## src/rtl/ddr_mon_pkg.sv

```systemverilog
package ddr_mon_pkg;

   typedef enum logic [2:0] {
      CMD_NOP,
      CMD_ACT,
      CMD_RD,
      CMD_WR,
      CMD_PRE,
      CMD_REF,
      CMD_MRS
   } cmd_e;

   localparam int NUM_RULES   = 10;
   localparam int RULE_RCD    = 0;
   localparam int RULE_RAS    = 1;
   localparam int RULE_RASMAX = 2;
   localparam int RULE_RC     = 3;
   localparam int RULE_RRD    = 4;
   localparam int RULE_RP     = 5;
   localparam int RULE_WR     = 6;
   localparam int RULE_WTR    = 7;
   localparam int RULE_APACT  = 8;
   localparam int RULE_INTR   = 9;

   // half the burst length: cycles from a write to its last data beat
   function automatic logic [2:0] burst_half(input logic [1:0] sel);
      case (sel)
         2'b00:   return 3'd1;
         2'b01:   return 3'd2;
         default: return 3'd4;
      endcase
   endfunction

endpackage

```

## src/rtl/ddr_cmd_decode.sv

```systemverilog
module ddr_cmd_decode
   import ddr_mon_pkg::*;
(
   input  logic cke,
   input  logic cs_n,
   input  logic ras_n,
   input  logic cas_n,
   input  logic we_n,
   output cmd_e cmd
);

   always_comb begin
      cmd = CMD_NOP;
      if (cke && !cs_n) begin
         case ({ras_n, cas_n, we_n})
            3'b011:  cmd = CMD_ACT;
            3'b101:  cmd = CMD_RD;
            3'b100:  cmd = CMD_WR;
            3'b010:  cmd = CMD_PRE;
            3'b001:  cmd = CMD_REF;
            3'b000:  cmd = CMD_MRS;
            default: cmd = CMD_NOP;
         endcase
      end
   end

endmodule

```

## src/rtl/ddr_since_ctr.sv

```systemverilog
module ddr_since_ctr #(
   parameter int W = 8
) (
   input  logic         clk,
   input  logic         rst_n,
   input  logic         hit,
   output logic [W-1:0] cnt,
   output logic         seen
);

   localparam logic [W-1:0] CNT_TOP = {W{1'b1}};

   always_ff @(posedge clk or negedge rst_n) begin
      if (!rst_n) begin
         cnt  <= '0;
         seen <= 1'b0;
      end else if (hit) begin
         cnt  <= W'(1);
         seen <= 1'b1;
      end else if (cnt != CNT_TOP) begin
         cnt <= cnt + W'(1);
      end
   end

   // spacing measured from an event starts at one cycle
   p_ctr_restart_r4: assert property (@(posedge clk) disable iff (!rst_n)
      hit |=> (cnt == W'(1) && seen));

   // the elapsed count saturates instead of wrapping
   p_ctr_nowrap_r4: assert property (@(posedge clk) disable iff (!rst_n)
      (!hit && cnt != '0) |=> (cnt != '0));

endmodule

```

## src/rtl/ddr_bank_track.sv

```systemverilog
module ddr_bank_track
   import ddr_mon_pkg::*;
#(
   parameter int CW             = 8,
   parameter int T_RCD          = 3,
   parameter int T_RAS          = 7,
   parameter int T_RAS_MAX      = 100,
   parameter int T_RC           = 10,
   parameter int T_RP           = 3,
   parameter int T_WR           = 3,
   parameter bit CHECK_OPEN_MAX = 1'b1
) (
   input  logic                 clk,
   input  logic                 rst_n,
   input  cmd_e                 cmd,
   input  logic                 sel,
   input  logic                 a10,
   input  logic [2:0]           half,
   output logic [NUM_RULES-1:0] viol
);

   localparam logic [CW-1:0] L_RCD  = CW'(T_RCD);
   localparam logic [CW-1:0] L_RAS  = CW'(T_RAS);
   localparam logic [CW-1:0] L_RMAX = CW'(T_RAS_MAX);
   localparam logic [CW-1:0] L_RC   = CW'(T_RC);
   localparam logic [CW-1:0] L_RP   = CW'(T_RP);
   localparam logic [CW-1:0] L_WR   = CW'(T_WR);

   logic is_act, is_rd, is_wr, is_pre, is_col, is_ap, closing;
   logic [CW-1:0] act_cnt, pre_cnt, wr_cnt, ap_cnt;
   logic act_seen, pre_seen, wr_seen, ap_seen;
   logic open_q;
   logic [CW-1:0] wlen_q, ap_need_q;
   logic open_too_long;

   assign is_act  = sel && (cmd == CMD_ACT);
   assign is_rd   = sel && (cmd == CMD_RD);
   assign is_wr   = sel && (cmd == CMD_WR);
   assign is_pre  = sel && (cmd == CMD_PRE);
   assign is_col  = is_rd || is_wr;
   assign is_ap   = is_col && a10;
   assign closing = is_pre || is_ap;

   ddr_since_ctr #(.W(CW)) u_act (.clk(clk), .rst_n(rst_n), .hit(is_act), .cnt(act_cnt), .seen(act_seen));
   ddr_since_ctr #(.W(CW)) u_pre (.clk(clk), .rst_n(rst_n), .hit(is_pre), .cnt(pre_cnt), .seen(pre_seen));
   ddr_since_ctr #(.W(CW)) u_wr  (.clk(clk), .rst_n(rst_n), .hit(is_wr),  .cnt(wr_cnt),  .seen(wr_seen));
   ddr_since_ctr #(.W(CW)) u_ap  (.clk(clk), .rst_n(rst_n), .hit(is_ap),  .cnt(ap_cnt),  .seen(ap_seen));

   always_ff @(posedge clk or negedge rst_n) begin
      if (!rst_n) begin
         open_q    <= 1'b0;
         wlen_q    <= '0;
         ap_need_q <= '0;
      end else begin
         if (is_act)       open_q <= 1'b1;
         else if (closing) open_q <= 1'b0;
         if (is_wr) wlen_q <= CW'(half);
         if (is_ap) ap_need_q <= CW'(half) + (is_wr ? L_WR : '0) + L_RP;
      end
   end

   generate
      if (CHECK_OPEN_MAX) begin : g_open_max
         assign open_too_long = open_q && !closing && !is_act && (act_cnt == L_RMAX);
      end else begin : g_no_open_max
         assign open_too_long = 1'b0;
      end
   endgenerate

   always_comb begin
      viol              = '0;
      viol[RULE_RCD]    = is_col && open_q && (act_cnt < L_RCD);
      viol[RULE_RAS]    = is_pre && open_q && (act_cnt < L_RAS);
      viol[RULE_RASMAX] = open_too_long;
      viol[RULE_RC]     = is_act && act_seen && (act_cnt < L_RC);
      viol[RULE_RP]     = is_act && pre_seen && (pre_cnt < L_RP);
      viol[RULE_WR]     = is_pre && open_q && wr_seen && (wr_cnt < wlen_q + L_WR);
      viol[RULE_APACT]  = is_act && ap_seen && (ap_cnt < ap_need_q);
   end

   // an activate leaves the bank open in the next cycle
   p_open_after_act_r2: assert property (@(posedge clk) disable iff (!rst_n)
      is_act |=> open_q);

   // the open-too-long flag is a single-cycle event
   p_rasmax_once_r3: assert property (@(posedge clk) disable iff (!rst_n)
      viol[RULE_RASMAX] |=> !viol[RULE_RASMAX]);

endmodule

```

## src/rtl/ddr_cmd_timing_mon.sv

```systemverilog
module ddr_cmd_timing_mon
   import ddr_mon_pkg::*;
#(
   parameter int BA_W           = 2,
   parameter int T_RCD          = 3,
   parameter int T_RAS          = 7,
   parameter int T_RAS_MAX      = 11667,
   parameter int T_RC           = 10,
   parameter int T_RRD          = 2,
   parameter int T_RP           = 3,
   parameter int T_WR           = 3,
   parameter int T_WTR          = 1,
   parameter bit CHECK_OPEN_MAX = 1'b1
) (
   input  logic                 clk,
   input  logic                 rst_n,
   input  logic                 cke,
   input  logic                 cs_n,
   input  logic                 ras_n,
   input  logic                 cas_n,
   input  logic                 we_n,
   input  logic [BA_W-1:0]      ba,
   input  logic                 a10,
   input  logic [1:0]           bl_sel,
   output logic [NUM_RULES-1:0] viol_o,
   output logic [NUM_RULES-1:0] err_o
);

   localparam int NB = 1 << BA_W;
   localparam int CW = $clog2(T_RAS_MAX + 2) + 1;
   localparam logic [CW-1:0] L_RRD = CW'(T_RRD);
   localparam logic [CW-1:0] L_WTR = CW'(T_WTR);

   generate
      if (BA_W < 1) begin : g_bad_ba
         $error("BA_W must be at least 1");
      end
      if (T_RCD < 1 || T_RP < 1 || T_RRD < 1 || T_WTR < 1) begin : g_bad_min
         $error("spacing limits must be at least one cycle");
      end
      if (T_RC < T_RAS) begin : g_bad_rc
         $error("T_RC must not be below T_RAS");
      end
      if (T_RAS_MAX <= T_RC + T_WR + T_RP + T_WTR + 4) begin : g_bad_max
         $error("T_RAS_MAX too small for the counter sizing");
      end
   endgenerate

   cmd_e dec_cmd;
   logic [2:0] half;
   logic [NB-1:0] bank_sel;
   logic [NUM_RULES-1:0] bank_viol [NB];
   logic [NUM_RULES-1:0] viol_next;

   ddr_cmd_decode u_dec (
      .cke(cke), .cs_n(cs_n), .ras_n(ras_n), .cas_n(cas_n), .we_n(we_n), .cmd(dec_cmd)
   );

   assign half = burst_half(bl_sel);

   generate
      for (genvar g = 0; g < NB; g++) begin : g_bank
         assign bank_sel[g] = (ba == BA_W'(g)) || ((dec_cmd == CMD_PRE) && a10);
         ddr_bank_track #(
            .CW(CW), .T_RCD(T_RCD), .T_RAS(T_RAS), .T_RAS_MAX(T_RAS_MAX),
            .T_RC(T_RC), .T_RP(T_RP), .T_WR(T_WR), .CHECK_OPEN_MAX(CHECK_OPEN_MAX)
         ) u_trk (
            .clk(clk), .rst_n(rst_n), .cmd(dec_cmd), .sel(bank_sel[g]),
            .a10(a10), .half(half), .viol(bank_viol[g])
         );
      end
   endgenerate

   // cross-bank history
   logic gact_hit, gwr_hit, gwap_hit;
   logic [CW-1:0] gact_cnt, gwr_cnt, gwap_cnt;
   logic gact_seen, gwr_seen, gwap_seen;
   logic [BA_W-1:0] last_ba_q;
   logic [CW-1:0] gwlen_q, gwaplen_q;

   assign gact_hit = (dec_cmd == CMD_ACT);
   assign gwr_hit  = (dec_cmd == CMD_WR);
   assign gwap_hit = gwr_hit && a10;

   ddr_since_ctr #(.W(CW)) u_gact (.clk(clk), .rst_n(rst_n), .hit(gact_hit), .cnt(gact_cnt), .seen(gact_seen));
   ddr_since_ctr #(.W(CW)) u_gwr  (.clk(clk), .rst_n(rst_n), .hit(gwr_hit),  .cnt(gwr_cnt),  .seen(gwr_seen));
   ddr_since_ctr #(.W(CW)) u_gwap (.clk(clk), .rst_n(rst_n), .hit(gwap_hit), .cnt(gwap_cnt), .seen(gwap_seen));

   always_ff @(posedge clk or negedge rst_n) begin
      if (!rst_n) begin
         last_ba_q <= '0;
         gwlen_q   <= '0;
         gwaplen_q <= '0;
      end else begin
         if (gact_hit) last_ba_q <= ba;
         if (gwr_hit)  gwlen_q   <= CW'(half);
         if (gwap_hit) gwaplen_q <= CW'(half);
      end
   end

   always_comb begin
      viol_next = '0;
      for (int b = 0; b < NB; b++) viol_next = viol_next | bank_viol[b];
      viol_next[RULE_RRD]  = gact_hit && gact_seen && (last_ba_q != ba) && (gact_cnt < L_RRD);
      viol_next[RULE_WTR]  = (dec_cmd == CMD_RD) && gwr_seen && (gwr_cnt < gwlen_q + L_WTR);
      viol_next[RULE_INTR] = ((dec_cmd == CMD_RD) || (dec_cmd == CMD_WR)) && gwap_seen
                             && (gwap_cnt < gwaplen_q);
   end

   always_ff @(posedge clk or negedge rst_n) begin
      if (!rst_n) begin
         viol_o <= '0;
         err_o  <= '0;
      end else begin
         viol_o <= viol_next;
         err_o  <= err_o | viol_next;
      end
   end

   // a cycle with clock enable low carries no command
   p_cke_gate_r1: assert property (@(posedge clk) disable iff (!rst_n)
      !cke |-> (dec_cmd == CMD_NOP));

   // an activate reaches at most one bank
   p_onehot_act_r11: assert property (@(posedge clk) disable iff (!rst_n)
      $onehot0(bank_sel & {NB{gact_hit}}));

   // recorded errors are never lost
   p_sticky_r10: assert property (@(posedge clk) disable iff (!rst_n)
      1'b1 |=> ((err_o & $past(err_o)) == $past(err_o)));

   // every live flag is already recorded
   p_err_covers_r10: assert property (@(posedge clk) disable iff (!rst_n)
      (viol_o != '0) |-> ((err_o & viol_o) == viol_o));

endmodule

```

## config.mk

```make
export PLATFORM = sky130hd
export DESIGN_NAME = ddr_cmd_timing_mon
export DESIGN_NICKNAME = d
export VERILOG_FILES = /design/src/rtl/ddr_mon_pkg.sv /design/src/rtl/ddr_cmd_decode.sv /design/src/rtl/ddr_since_ctr.sv /design/src/rtl/ddr_bank_track.sv /design/src/rtl/ddr_cmd_timing_mon.sv
export SDC_FILE = /design/constraint.sdc
export NUM_CORES = 1
export LEC_CHECK = 0
export BUFFER_PORTS_ARGS = -buffer_cell sky130_fd_sc_hd__buf_2
export CAP_MARGIN = 40
export CORE_ASPECT_RATIO = 1.5
export CORE_MARGIN = 4
export CORE_UTILIZATION = 45
export CTS_BUF_LIST = sky130_fd_sc_hd__clkbuf_4 sky130_fd_sc_hd__clkbuf_8 sky130_fd_sc_hd__clkbuf_16
export DETAILED_ROUTE_END_ITERATION = 12
export HOLD_SLACK_MARGIN = 0.02
export PLACE_DENSITY = 0.7
export SLEW_MARGIN = 20
export SYNTH_ARGS = -nofsm -noshare
export SYNTH_HDL_FRONTEND = slang
export SYNTH_SLANG_ARGS = --single-unit
```

## constraint.sdc

```tcl
create_clock -name clk -period 1.9 [get_ports clk]
set_clock_uncertainty 0.2 [all_clocks]
set_input_delay 0.19 -clock clk [delete_from_list [all_inputs] [get_ports clk]]
set_output_delay 0.19 -clock clk [all_outputs]
set_load 0.01 [all_outputs]
```

After elaboration in Yosys (flattened, before gate mapping)
Cells that the tools add are included.

storage, ports and cells
  bits of input ports = 12
  output and inout port bits = 20
  register bits after elaboration = 408

cells by class
  add/sub/neg operators = 32
  order comparisons = 27
  eq/ne operators = 37
  bitwise logic cells = 4
  reductions and logical operators = 138
  multiplexer cells = 53

operator list
  kind                   number
  $mux 15                38
  $add 15x1->15 const B  19
  $ne 15x15->1 const B   19
  $lt 15x2->1 const B    9
  $lt 15x15->1           8
  $logic_and 1x1->1      90
  $add 15x2->15 const B  4
  $add 3x15->15          4
  $eq 15x14->1 const B   4
  $lt 15x3->1 const B    4
  $lt 15x4->1 const B    4
  $reduce_bool 2->1      23
  $or 9x9->9             3
  $pmux 3 s6             1
  $add 3x2->4 const B    4
  $lt 15x3->1            1
  $lt 15x4->1            1
  $logic_or 1x1->1       13
  $eq 3x2->1 const B     4
  $or 10x10->10          1
  $eq 3x3->1 const B     3
  $logic_not 1->1        9
  $mux 1                 8
  $mux 2                 4
  9 further kinds        13

Logic depth before layout (Yosys ltp)
Gate-level depths: netlist (run 1).

  depth in word-level cells = 18
  depth in mapped cells = 13
  mapped depth without buffers = 11

Hierarchy
Synthesis (run 1) repeated with hierarchy kept, for this count alone.

second synthesis, totals
  cells, all modules = 2143
  area total of the unflattened synthesis = 20443.4 µm²

modules (own cells, without submodules)
  module              instances  cells an instance  area an instance (µm²)
  ddr_since_ctr       19         85                 824.5
  ddr_bank_track      4          102                860.8
  ddr_cmd_timing_mon  1          114                1292.5
  ddr_cmd_decode      1          6                  41.3

Worst setup path after synthesis (run 1)
No wires, ideal clock.

  path kind = in2reg
  start point = in ba[1]
  end point = reg g_bank[0].u_trk.ap_need_q[2]
  data arrival time = 2354 ps
  stages = 12
  setup slack = -737 ps
  buffers on the path = 2
  cells stage by stage = buf_2 -> nor2_1 -> inv_1 -> a21oi_4 -> inv_2 -> buf_2 -> ha_1 -> inv_1 -> ha_1 -> inv_1 -> fa_1 -> o21ai_0

between the ends
  longest elaborated chain between the ends = 6
  elaborated cells between the ends (all ways) = 9
  those cells by class = add/sub: 2; mux: 1; reduce/logical: 6

ends and longest elaborated chain
  element               RTL line                  RTL
  from (decl)           ddr_cmd_timing_mon.sv:22  input logic [BA_W-1:0] ba,
  $logic_not 2->1 *     ddr_cmd_timing_mon.sv:63  assign bank_sel[g] = (ba == BA_W'(g)) || ((dec_cmd == CMD_PRE) && a10);
  $logic_or 1x1->1 *    ddr_cmd_timing_mon.sv:63
  $logic_and 1x1->1     ddr_bank_track.sv:38      assign is_wr = sel && (cmd == CMD_WR);
  $mux 2                ddr_bank_track.sv:58      if (is_ap) ap_need_q <= CW'(half) + (is_wr ? L_WR : '0) + L_RP;
  $add 3x15->15         ddr_bank_track.sv:58
  $add 15x2->15         ddr_bank_track.sv:58
  to (signal assigned)  ddr_bank_track.sv:58
  to (decl)             ddr_bank_track.sv:33      logic [CW-1:0] wlen_q, ap_need_q;

Mark *: on every way between the ends. The rest lies on a longest branch, timed or not.
A chain may end at the register's enable or synchronous reset.

Worst setup path in the final report (run 1)
  start point = reg g_bank[3].u_trk.wlen_q[1]
  end point = reg viol_o[6]

between the ends
  longest elaborated chain between the ends = 4

ends and longest elaborated chain
  element                 RTL line                   RTL
  from (decl)             ddr_bank_track.sv:33
  from (signal assigned)  ddr_bank_track.sv:57       if (is_wr) wlen_q <= CW'(half);
  $add 3x2->4             ddr_bank_track.sv:77       viol[RULE_WR] = is_pre && open_q && wr_seen && (wr_cnt < wlen_q + L_WR);
  $lt 15x15->1            ddr_bank_track.sv:77
  $logic_and 1x1->1       ddr_bank_track.sv:77
  $or 9x9->9              ddr_cmd_timing_mon.sv:103  for (int b = 0; b < NB; b++) viol_next = viol_next | bank_viol[b];
  net viol_next[6]        ddr_cmd_timing_mon.sv:53   logic [NUM_RULES-1:0] viol_next;
  to (signal assigned)    ddr_cmd_timing_mon.sv:115  viol_o <= viol_next;
  to (decl)               ddr_cmd_timing_mon.sv:25   output logic [NUM_RULES-1:0] viol_o,

The timed path passes the listed nets, and every way through them passes these cells.

==> results of run 1 <==
cell usage in the layout, fill, tap and decap left out, types with 10 or more instances in the layout:
cell type	netlist	final
sky130_fd_sc_hd__o2111ai_1	23	12
sky130_fd_sc_hd__and3_1	58	49
sky130_fd_sc_hd__o21ai_1	17	29
sky130_fd_sc_hd__nor3_1	59	45
sky130_fd_sc_hd__mux2i_1	10	10
sky130_fd_sc_hd__a211oi_2	0	20
sky130_fd_sc_hd__a211oi_1	43	21
sky130_fd_sc_hd__nand2b_1	37	37
sky130_fd_sc_hd__dfrtp_1	364	356
sky130_fd_sc_hd__xnor2_1	85	84
sky130_fd_sc_hd__inv_1	57	43
sky130_fd_sc_hd__buf_6	1	20
sky130_fd_sc_hd__clkbuf_8	0	10
sky130_fd_sc_hd__clkbuf_16	0	39
sky130_fd_sc_hd__buf_12	0	15
sky130_fd_sc_hd__ha_4	0	12
sky130_fd_sc_hd__nor2_1	265	256
sky130_fd_sc_hd__and4_1	34	23
sky130_fd_sc_hd__nor3_2	3	15
sky130_fd_sc_hd__buf_2	22	30
sky130_fd_sc_hd__nor4_1	47	31
sky130_fd_sc_hd__inv_2	3	16
sky130_fd_sc_hd__xor2_1	80	80
sky130_fd_sc_hd__o21ai_0	98	83
sky130_fd_sc_hd__ha_1	65	46
sky130_fd_sc_hd__nor4_4	1	11
sky130_fd_sc_hd__nor3b_1	12	10
sky130_fd_sc_hd__or3_1	14	12
sky130_fd_sc_hd__a31oi_1	36	35
sky130_fd_sc_hd__nand3_1	107	95
sky130_fd_sc_hd__buf_4	2	384
sky130_fd_sc_hd__nand4_1	64	64
sky130_fd_sc_hd__nand2_1	192	184
sky130_fd_sc_hd__o211ai_1	14	14
sky130_fd_sc_hd__a21oi_1	77	69
where the power goes:
| group | switching (uW) | internal, uW | leakage, uW |
|---|---|---|---|
| registers | 2710 | 10500 | 0.00439 |
| logic | 6150 | 6090 | 0.00615 |
| clock network | 3120 | 4390 | 0.000631 |
worst max-delay path, delay by kind of cell, from the launching register on:
kind | cells | cell delay [ns]
simple gates | 2 | 0.15
flops | 1 | 0.38
buf+inv | 2 | 0.23
compound gates | 3 | 0.69
fa+ha+maj | 2 | 0.47
through the flow:
step | hold slack [ns] | setup TNS [ns] | instance area (sq um)
finish | -0.0103 | -1.32 | 26000
global route | 0.0135 | -3.99 | 26000
CTS | 0.0232 | -1.90 | 24900
detailed placement | -0.0913 | -16.37 | 23200
global placement | -0.0891 | -12.47 | 23200
floorplan | -0.306 | -4.41 | 19600
registers in the layout, indices dropped and copies added (netlist names), 2 cells and up:
signal / flops
g_bank.u_trk.u_wr.seen: 4
viol_o: 10
g_bank.u_trk.wlen_q: 12
gwaplen_q: 3
g_bank.u_trk.u_act.seen: 4
g_bank.u_trk.u_wr.cnt: 60
last_ba_q: 2
g_bank.u_trk.u_act.cnt: 60
g_bank.u_trk.open_q: 4
u_gwr.cnt: 15
u_gwap.cnt: 15
g_bank.u_trk.u_pre.seen: 4
g_bank.u_trk.u_ap.cnt: 60
err_o: 10
gwlen_q: 3
g_bank.u_trk.ap_need_q: 16
g_bank.u_trk.u_ap.seen: 4
u_gact.cnt: 15
g_bank.u_trk.u_pre.cnt: 60
cells in the mapped netlist, types with 36 or more instances:
| cell type | count |
|---|---|
| sky130_fd_sc_hd__dfrtp_1 | 364 |
| sky130_fd_sc_hd__nor2_1 | 265 |
| sky130_fd_sc_hd__nand2_1 | 192 |
| sky130_fd_sc_hd__nand3_1 | 107 |
| sky130_fd_sc_hd__o21ai_0 | 98 |
| sky130_fd_sc_hd__xnor2_1 | 85 |
| sky130_fd_sc_hd__xor2_1 | 80 |
| sky130_fd_sc_hd__a21oi_1 | 77 |
| sky130_fd_sc_hd__ha_1 | 65 |
| sky130_fd_sc_hd__nand4_1 | 64 |
| sky130_fd_sc_hd__nor3_1 | 59 |
| sky130_fd_sc_hd__and3_1 | 58 |
| sky130_fd_sc_hd__inv_1 | 57 |
| sky130_fd_sc_hd__nor4_1 | 47 |
| sky130_fd_sc_hd__a211oi_1 | 43 |
| sky130_fd_sc_hd__clkbuf_1 | 38 |
| sky130_fd_sc_hd__nand2b_1 | 37 |
| sky130_fd_sc_hd__a31oi_1 | 36 |
kinds of logic after synthesis:
| family | Yosys count | share of synthesized area (%) |
|---|---|---|
| mux | 10 | 0.515 |
| buf+inv | 123 | 2.59 |
| flops | 364 | 46.8 |
| xor+xnor | 165 | 7.43 |
| simple gates | 977 | 25.9 |
| fa+ha+maj | 69 | 4.59 |
| compound gates | 368 | 12.1 |
routing by layer:
layer,vias to the layer above,share of wire (%)
li1,8379,-
met1,8757,39
met2,431,54
met3,133,4.0
met4,6,3.6
met5,-,0.077
worst paths after layout:
path | to | slack [ns] | cells past startpoint
min | g_bank[1].u_trk.ap_need_q[0]$_DFFE_PN0N_ | -0.01 | 4
max reg2reg | viol_o[6]$_DFF_PN0_ | -0.32 | 9
max in group asynchronous | g_bank[3].u_trk.u_ap.cnt[6]$_DFFE_PN0P_ | 0.98 | 4
max | viol_o[6]$_DFF_PN0_ | -0.32 | 9
min in group asynchronous | g_bank[2].u_trk.u_pre.cnt[7]$_DFFE_PN0P_ | 0.12 | 3
min reg2reg | g_bank[0].u_trk.u_wr.seen$_DFFE_PN0N_ | 0.26 | 1
area by class of cell:
type | instances | area share, %
Antenna cell | 1 | 0.00963
Clock buffer | 55 | 4.46
Clock inverter | 12 | 0.375
Inverter | 60 | 0.876
Multi-Input combinational cell | 1590 | 42.4
Sequential cell | 364 | 35.1
Tap cell | 570 | 2.74
Timing Repair Buffer | 457 | 14.0
timing repair:
item	in CTS	in global routing
setup buffers	13	33
hold buffers	7	3
gates cloned	0	2
resized for setup	67	183
setup endpoints to repair	79	165
pin swaps	32	90
hold endpoints to repair	378	8
==> results.md, run 1 <==
- Outcome: finished, violations left
- Violated checks: hold timing, setup timing
- DRC viols: 0
- Net count of the finished layout: 2593
- Clock transition time at the flip-flop clock pins of the worst setup and hold paths: 0.06 ns
- Initial DRC count: 1085
- Pre-antenna DRT Iters: 5
- Final critical-path share of the clock period: 117%
- Io pins: 32
- Proportion of netlist area held by the largest area contributor: 46.8%
- Cell type with the largest total area after synthesis: sky130_fd_sc_hd__dfrtp_1
- Total via count in the routed design: between 15000 and 20000
- Total power consumption of the routed design: 32900 uW
- Worst slew margin: approximately three fifths
- Signal arrival time at the worst endpoint: 2.44 ns
- Final cell count without fillers: 3109
- Achievable frequency: ~450 MHz
- Critical Path Sink Type: flop
- Number of global-route vias before repair: between 15000 and 20000
- Clock root buffer: sky130_fd_sc_hd__clkbuf_16
- Sequential share of the synthesized area: 46.8%
- Routing usage on met2: between 40 and 50%
- Grt total ovfl: 0
- TritonCTS Sinks: 364
- Std-Cell Rows: 93
- Yosys cell types: 85
- Register cell area after layout: 0.00912 sq mm
- Maximum number of pins on one net before global-route repair: 52
- Final Critical Period: 2.22 ns
- Gr busiest metal: met2
- Final Hold Violating Endpoints: 2
- Wirelength per Cell: 17.2 um
- Final slew viol count: 0
- Area of the core region: 0.0428 sq mm
- Worst EP required: 2.12 ns
- Starting Density: 45.4%
- Area of combinational cells with multiple inputs: 0.0110 sq mm
- First-pass GRT wire length: 86800 um
- Buffers on Ports: 31
- Final weighted congestion in routability-driven placement: 0.899
- Height of the die: 263 um
- X dimension of the die: roughly 180 um
- Chain of cells forming the critical path: inv_2 -> ha_4 -> ha_4 -> o21ai_2 -> a2111oi_4 -> nor3_2 -> a311oi_2 -> buf_4 -> nand2b_1
- Highest cell delay on the worst timing path: between 0.3 and 0.4 ns
- GR Layer Usage met1: 25.3%
- Die footprint: 0.0467 sq mm
- Vias per cell: roughly 5.7
- Met3 Usage GRT: between 3 and 4%
- Peak supply drop: 0.813 mV
- Reported max-cap violation count: 0
- Critical path type: reg2reg
- RSZ-0062 raised after global routing: yes
- Number of nets in the synthesized netlist: about 2200
- Inserted Clock Buffers: 39
- CP max stage cell: sky130_fd_sc_hd__dfrtp_1
- TritonCTS clock tree: done
- Number of synthesized register bits: 364
- Post-layout util: 60.7%
- PD cells: 1270 mW/mm^2
- Proportion of register bits with asynchronous set or reset after synthesis: 100%
- Top cells by area in the synthesized netlist: sky130_fd_sc_hd__dfrtp_1 (47%), sky130_fd_sc_hd__nor2_1 (5.1%), sky130_fd_sc_hd__ha_1 (4.2%), sky130_fd_sc_hd__xnor2_1 (3.8%), sky130_fd_sc_hd__nand2_1 (3.7%)
- Initial antenna violation count: 4
- Min Hold Slack: -0.0103 ns
- Slew at the pin closest to its max-slew limit: roughly 0.57 ns
- Worst slack at placement: -0.628 ns
- # H-tree levels: 2
- Synthesized instance count: 2076
- Clock Latency Late Sink: 0.54 ns
- Number of fillers in the final layout: 3545
- EDFF count, synth: 0
- Instance count after placement with tap cells included: 2989
- HP Start: bl_sel[0]
- Leakage power total: 0.0112 uW
- Setup-violating endpoint count in the final report: 18
- GRT Resource Usage Total: 22.0%
- Area overhead of the layout relative to synthesis: 33.7%
- Final worst-path setup slack: -0.324 ns
- Fraction of final layout cells with drive strength greater than 1: 29.4%
- Crit. Startpoint: g_bank[3].u_trk.wlen_q[1]$_DFFE_PN0N_
- Synth Area per Inst: 9.37 sq um
- Wire length reported by the detailed router: 53400 um
- Launch instance of the worst register-to-register path: g_bank[3].u_trk.wlen_q[1]$_DFFE_PN0N_
- Prevailing post-synth register cell: sky130_fd_sc_hd__dfrtp_1
- Launching element type of the critical path: flop
- Cell Area, Synth: 0.0194 sq mm
- Sum of net half-perimeters after detailed placement: ~38000 um
- Hold/Removal Path Class: in2reg
- Post-route ant nets: 0
- Warnings from Yosys: 0
- Cell repeated most along the worst path: sky130_fd_sc_hd__ha_4
- Worst-path maximum fanout: 2
- Bufs on Longest Clock Path: 3
Note: power is estimated with default switching activity, not from simulation.
==> inputs of run 2 (changes only) <==
--- a/config.mk
+++ b/config.mk
@@ -6,7 +6,7 @@
 export NUM_CORES = 1
 export LEC_CHECK = 0
 export BUFFER_PORTS_ARGS = -buffer_cell sky130_fd_sc_hd__buf_2
-export CAP_MARGIN = 40
+export CAP_MARGIN = 5
 export CORE_ASPECT_RATIO = 1.5
 export CORE_MARGIN = 4
 export CORE_UTILIZATION = 45
@@ -14,6 +14,7 @@
 export DETAILED_ROUTE_END_ITERATION = 12
 export HOLD_SLACK_MARGIN = 0.02
 export PLACE_DENSITY = 0.7
+export RECOVER_POWER = 25
 export SLEW_MARGIN = 20
 export SYNTH_ARGS = -nofsm -noshare
 export SYNTH_HDL_FRONTEND = slang
==> results.md, run 2 (synthesized netlist as in run 1, its figures left out) <==
- Clock transition time at the flip-flop clock pins of the worst setup and hold paths: 0.06 ns (about the same)
- GRT Resource Usage Total: 22.0% (unchanged)
- Final critical-path share of the clock period: 117% (+0.27 points)
- Setup TNS: -1.34 ns (-0.0179 ns)
- Number of fillers in the final layout: 3552 (+0.20%)
- Area overhead of the layout relative to synthesis: 33.2%
- Achievable frequency: 449 MHz (-0.23%)
- TritonCTS clock tree: done
- Height of the die: 263 um (unchanged)
- Bufs on Longest Clock Path: 3 (unchanged)
- Violated checks: hold timing, setup timing
- Final Critical Period: 2.23 ns (+0.00505 ns)
- Wire length reported by the detailed router: 53400 um (about the same)
- Total power consumption of the routed design: 32900 uW (about the same)
- Worst reg2reg setup slack: -0.33 ns (about the same)
- Starting Density: 45.4% (unchanged)
- Buffers on Ports: 31 (unchanged)
- Outcome: finished, violations left
- Worst slack at placement: -0.628 ns (unchanged)
- Peak supply drop: 0.814 mV (+0.15%)
- Worst setup endpoint: viol_o[6]$_DFF_PN0_
- Setup-violating endpoint count in the final report: 20 (+2)
- Maximum number of pins on one net before global-route repair: 52 (unchanged)
- Sum of net half-perimeters after detailed placement: 37900 um (unchanged)
- Fraction of final layout cells with drive strength greater than 1: 29.4% (-0.039 points)
- Grt total ovfl: 0 (unchanged)
- PD cells: 1270 mW/mm^2 (+0.26%)
- Leakage power total: 0.0111 uW (-0.32%)
- Total via count in the routed design: 17700 (-0.090%)
- Clock root buffer: sky130_fd_sc_hd__clkbuf_16
- Number of global-route vias before repair: 18200 (unchanged)
- Wirelength per Cell: 17.2 um (about the same)
- Post-route ant nets: 0 (unchanged)
- Pre-antenna DRT Iters: 5 (unchanged)
- Clock Latency Late Sink: 0.54 ns (about the same)
- Critical path type: reg2reg
- Final worst-path setup slack: -0.330 ns (-0.00505 ns)
- Worst EP required: 2.12 ns (about the same)
- Final weighted congestion in routability-driven placement: 0.899 (unchanged)
- Launch instance of the worst register-to-register path: g_bank[3].u_trk.wlen_q[1]$_DFFE_PN0N_
- Critical Path Sink Type: flop
- Hold/Removal Path Class: in2reg
- X dimension of the die: 178 um (unchanged)
- Std-Cell Rows: 93 (unchanged)
- Final slew viol count: 0 (unchanged)
- Net count of the finished layout: 2593 (unchanged)
- Crit. Startpoint: g_bank[3].u_trk.wlen_q[1]$_DFFE_PN0N_
- Number of cells on the worst reg-to-reg path: 9 (unchanged)
- Top library cells by usage in the layout, fill and taps aside: sky130_fd_sc_hd__buf_4 (384), sky130_fd_sc_hd__dfrtp_1 (356), sky130_fd_sc_hd__nor2_1 (256), sky130_fd_sc_hd__nand2_1 (184), sky130_fd_sc_hd__nand3_1 (95)
- Placed standard-cell area: 0.0232 sq mm (unchanged)
- # H-tree levels: 2 (unchanged)
- Worst reg2reg path endpoint: viol_o[6]$_DFF_PN0_
- Io pins: 32 (unchanged)
- Min Hold Slack: -0.0102 ns (+0.0000954 ns)
- First-pass GRT wire length: 86800 um (unchanged)
- Vias per cell: 5.69 (-0.12%)
- Most common cell after layout, fill and taps aside: sky130_fd_sc_hd__buf_4
- RSZ-0062 raised after global routing: yes
- Initial antenna violation count: 4 (unchanged)
- Die footprint: 0.0467 sq mm (unchanged)
- DRC viols: 0 (unchanged)
- Inserted Clock Buffers: 39 (unchanged)
- Area of the core region: 0.0428 sq mm (unchanged)
- Signal arrival time at the worst endpoint: 2.45 ns (about the same)
- Reported max-cap violation count: 0 (unchanged)
- Worst-path maximum fanout: 2 (unchanged)
- Initial DRC count: 1110 (+2.3%)
- Slew at the pin closest to its max-slew limit: 0.897 ns (+0.326 ns)
- TritonCTS Sinks: 364 (unchanged)
- Final Hold Violating Endpoints: 2 (unchanged)
- Launching element type of the critical path: flop
- Non-Filler Cell Area, Final: 0.0259 sq mm (-0.34%)
- Worst slew margin: 40.2% (-21 points)
[run 2: cell count changes in the layout (fill, tap and decap cells not counted)]
cell                       previous run  this run
sky130_fd_sc_hd__buf_12              15         9
sky130_fd_sc_hd__clkbuf_2             0         1
sky130_fd_sc_hd__buf_8                1         0
sky130_fd_sc_hd__clkbuf_1             0         1
sky130_fd_sc_hd__clkbuf_4             6        10
sky130_fd_sc_hd__diode_2              1         2
sky130_fd_sc_hd__buf_2               30        31
[run 2: worst max-delay path, stage by stage, from the launching register on]
cell	delay (ns)
sky130_fd_sc_hd__dfrtp_1	0.38
sky130_fd_sc_hd__inv_2	0.07
sky130_fd_sc_hd__ha_4	0.20
sky130_fd_sc_hd__ha_4	0.27
sky130_fd_sc_hd__o21ai_2	0.07
sky130_fd_sc_hd__a2111oi_4	0.36
sky130_fd_sc_hd__nor3_2	0.10
sky130_fd_sc_hd__a311oi_2	0.25
sky130_fd_sc_hd__buf_4	0.16
sky130_fd_sc_hd__nand2b_1	0.05
[run 2: through the flow]
stage | utilization, % | std cells | hold slack (ns)
detailed placement | 54.1 | 2989 | -0.0913
global placement | 54.1 | 2989 | -0.0891
CTS | 58.2 | 3075 | 0.0232
global route | 60.5 | 3108 | 0.0135
floorplan | - | 2076 | -0.306
finish | 60.5 | 3110 | -0.0102
[run 2: power breakdown]
group          switching, uW  internal (uW)  leakage (uW)
Combinational           6150           6070       0.00611
Sequential              2710          10500       0.00439
Clock                   3120           4390      0.000631
[run 2: worst min-delay path by stage]
stage / startpoint / end / slack [ns] / cells after the start
floorplan: rst_n / err_o[0]$_DFF_PN0_ / -0.31 / 0
global placement: rst_n / g_bank[2].u_trk.u_pre.cnt[7]$_DFFE_PN0P_ / -0.09 / 1
detailed placement: rst_n / g_bank[2].u_trk.u_pre.cnt[7]$_DFFE_PN0P_ / -0.09 / 1
CTS: a10 / g_bank[2].u_trk.u_wr.cnt[3]$_DFFE_PN0P_ / 0.02 / 5
global route: bl_sel[0] / g_bank[1].u_trk.ap_need_q[0]$_DFFE_PN0N_ / 0.01 / 4
finish: bl_sel[0] / g_bank[1].u_trk.ap_need_q[0]$_DFFE_PN0N_ / -0.01 / 4
[run 2: routing by layer]
metal / share of wire (%) / track usage, % / vias to the layer above
li1: - / - / 8377
met1: 39 / 25.3 / 8791
met2: 54 / 40.7 / 390
met3: 3.9 / 3.19 / 126
met4: 3.6 / 8.45 / 6
met5: 0.077 / 0 / -
[run 2: what timing repair did]
item,in CTS,in global routing
setup endpoints to repair,79,165
buffers inserted,13,33
hold buffers,7,3
gates resized for setup,67,183
pin swaps,32,90
gates cloned,0,2
endpoints found under the hold margin,378,8
[run 2: final cells by class]
cell class	count	area, sq um	area share (%)
Multi-Input combinational cell	1590	11000	42.6
Inverter	60	228	0.879
Tap cell	570	713	2.75
Clock buffer	55	1160	4.47
Timing Repair Buffer	457	3550	13.7
Antenna cell	2	5.00	0.0193
Sequential cell	364	9120	35.2
Clock inverter	12	97.6	0.377
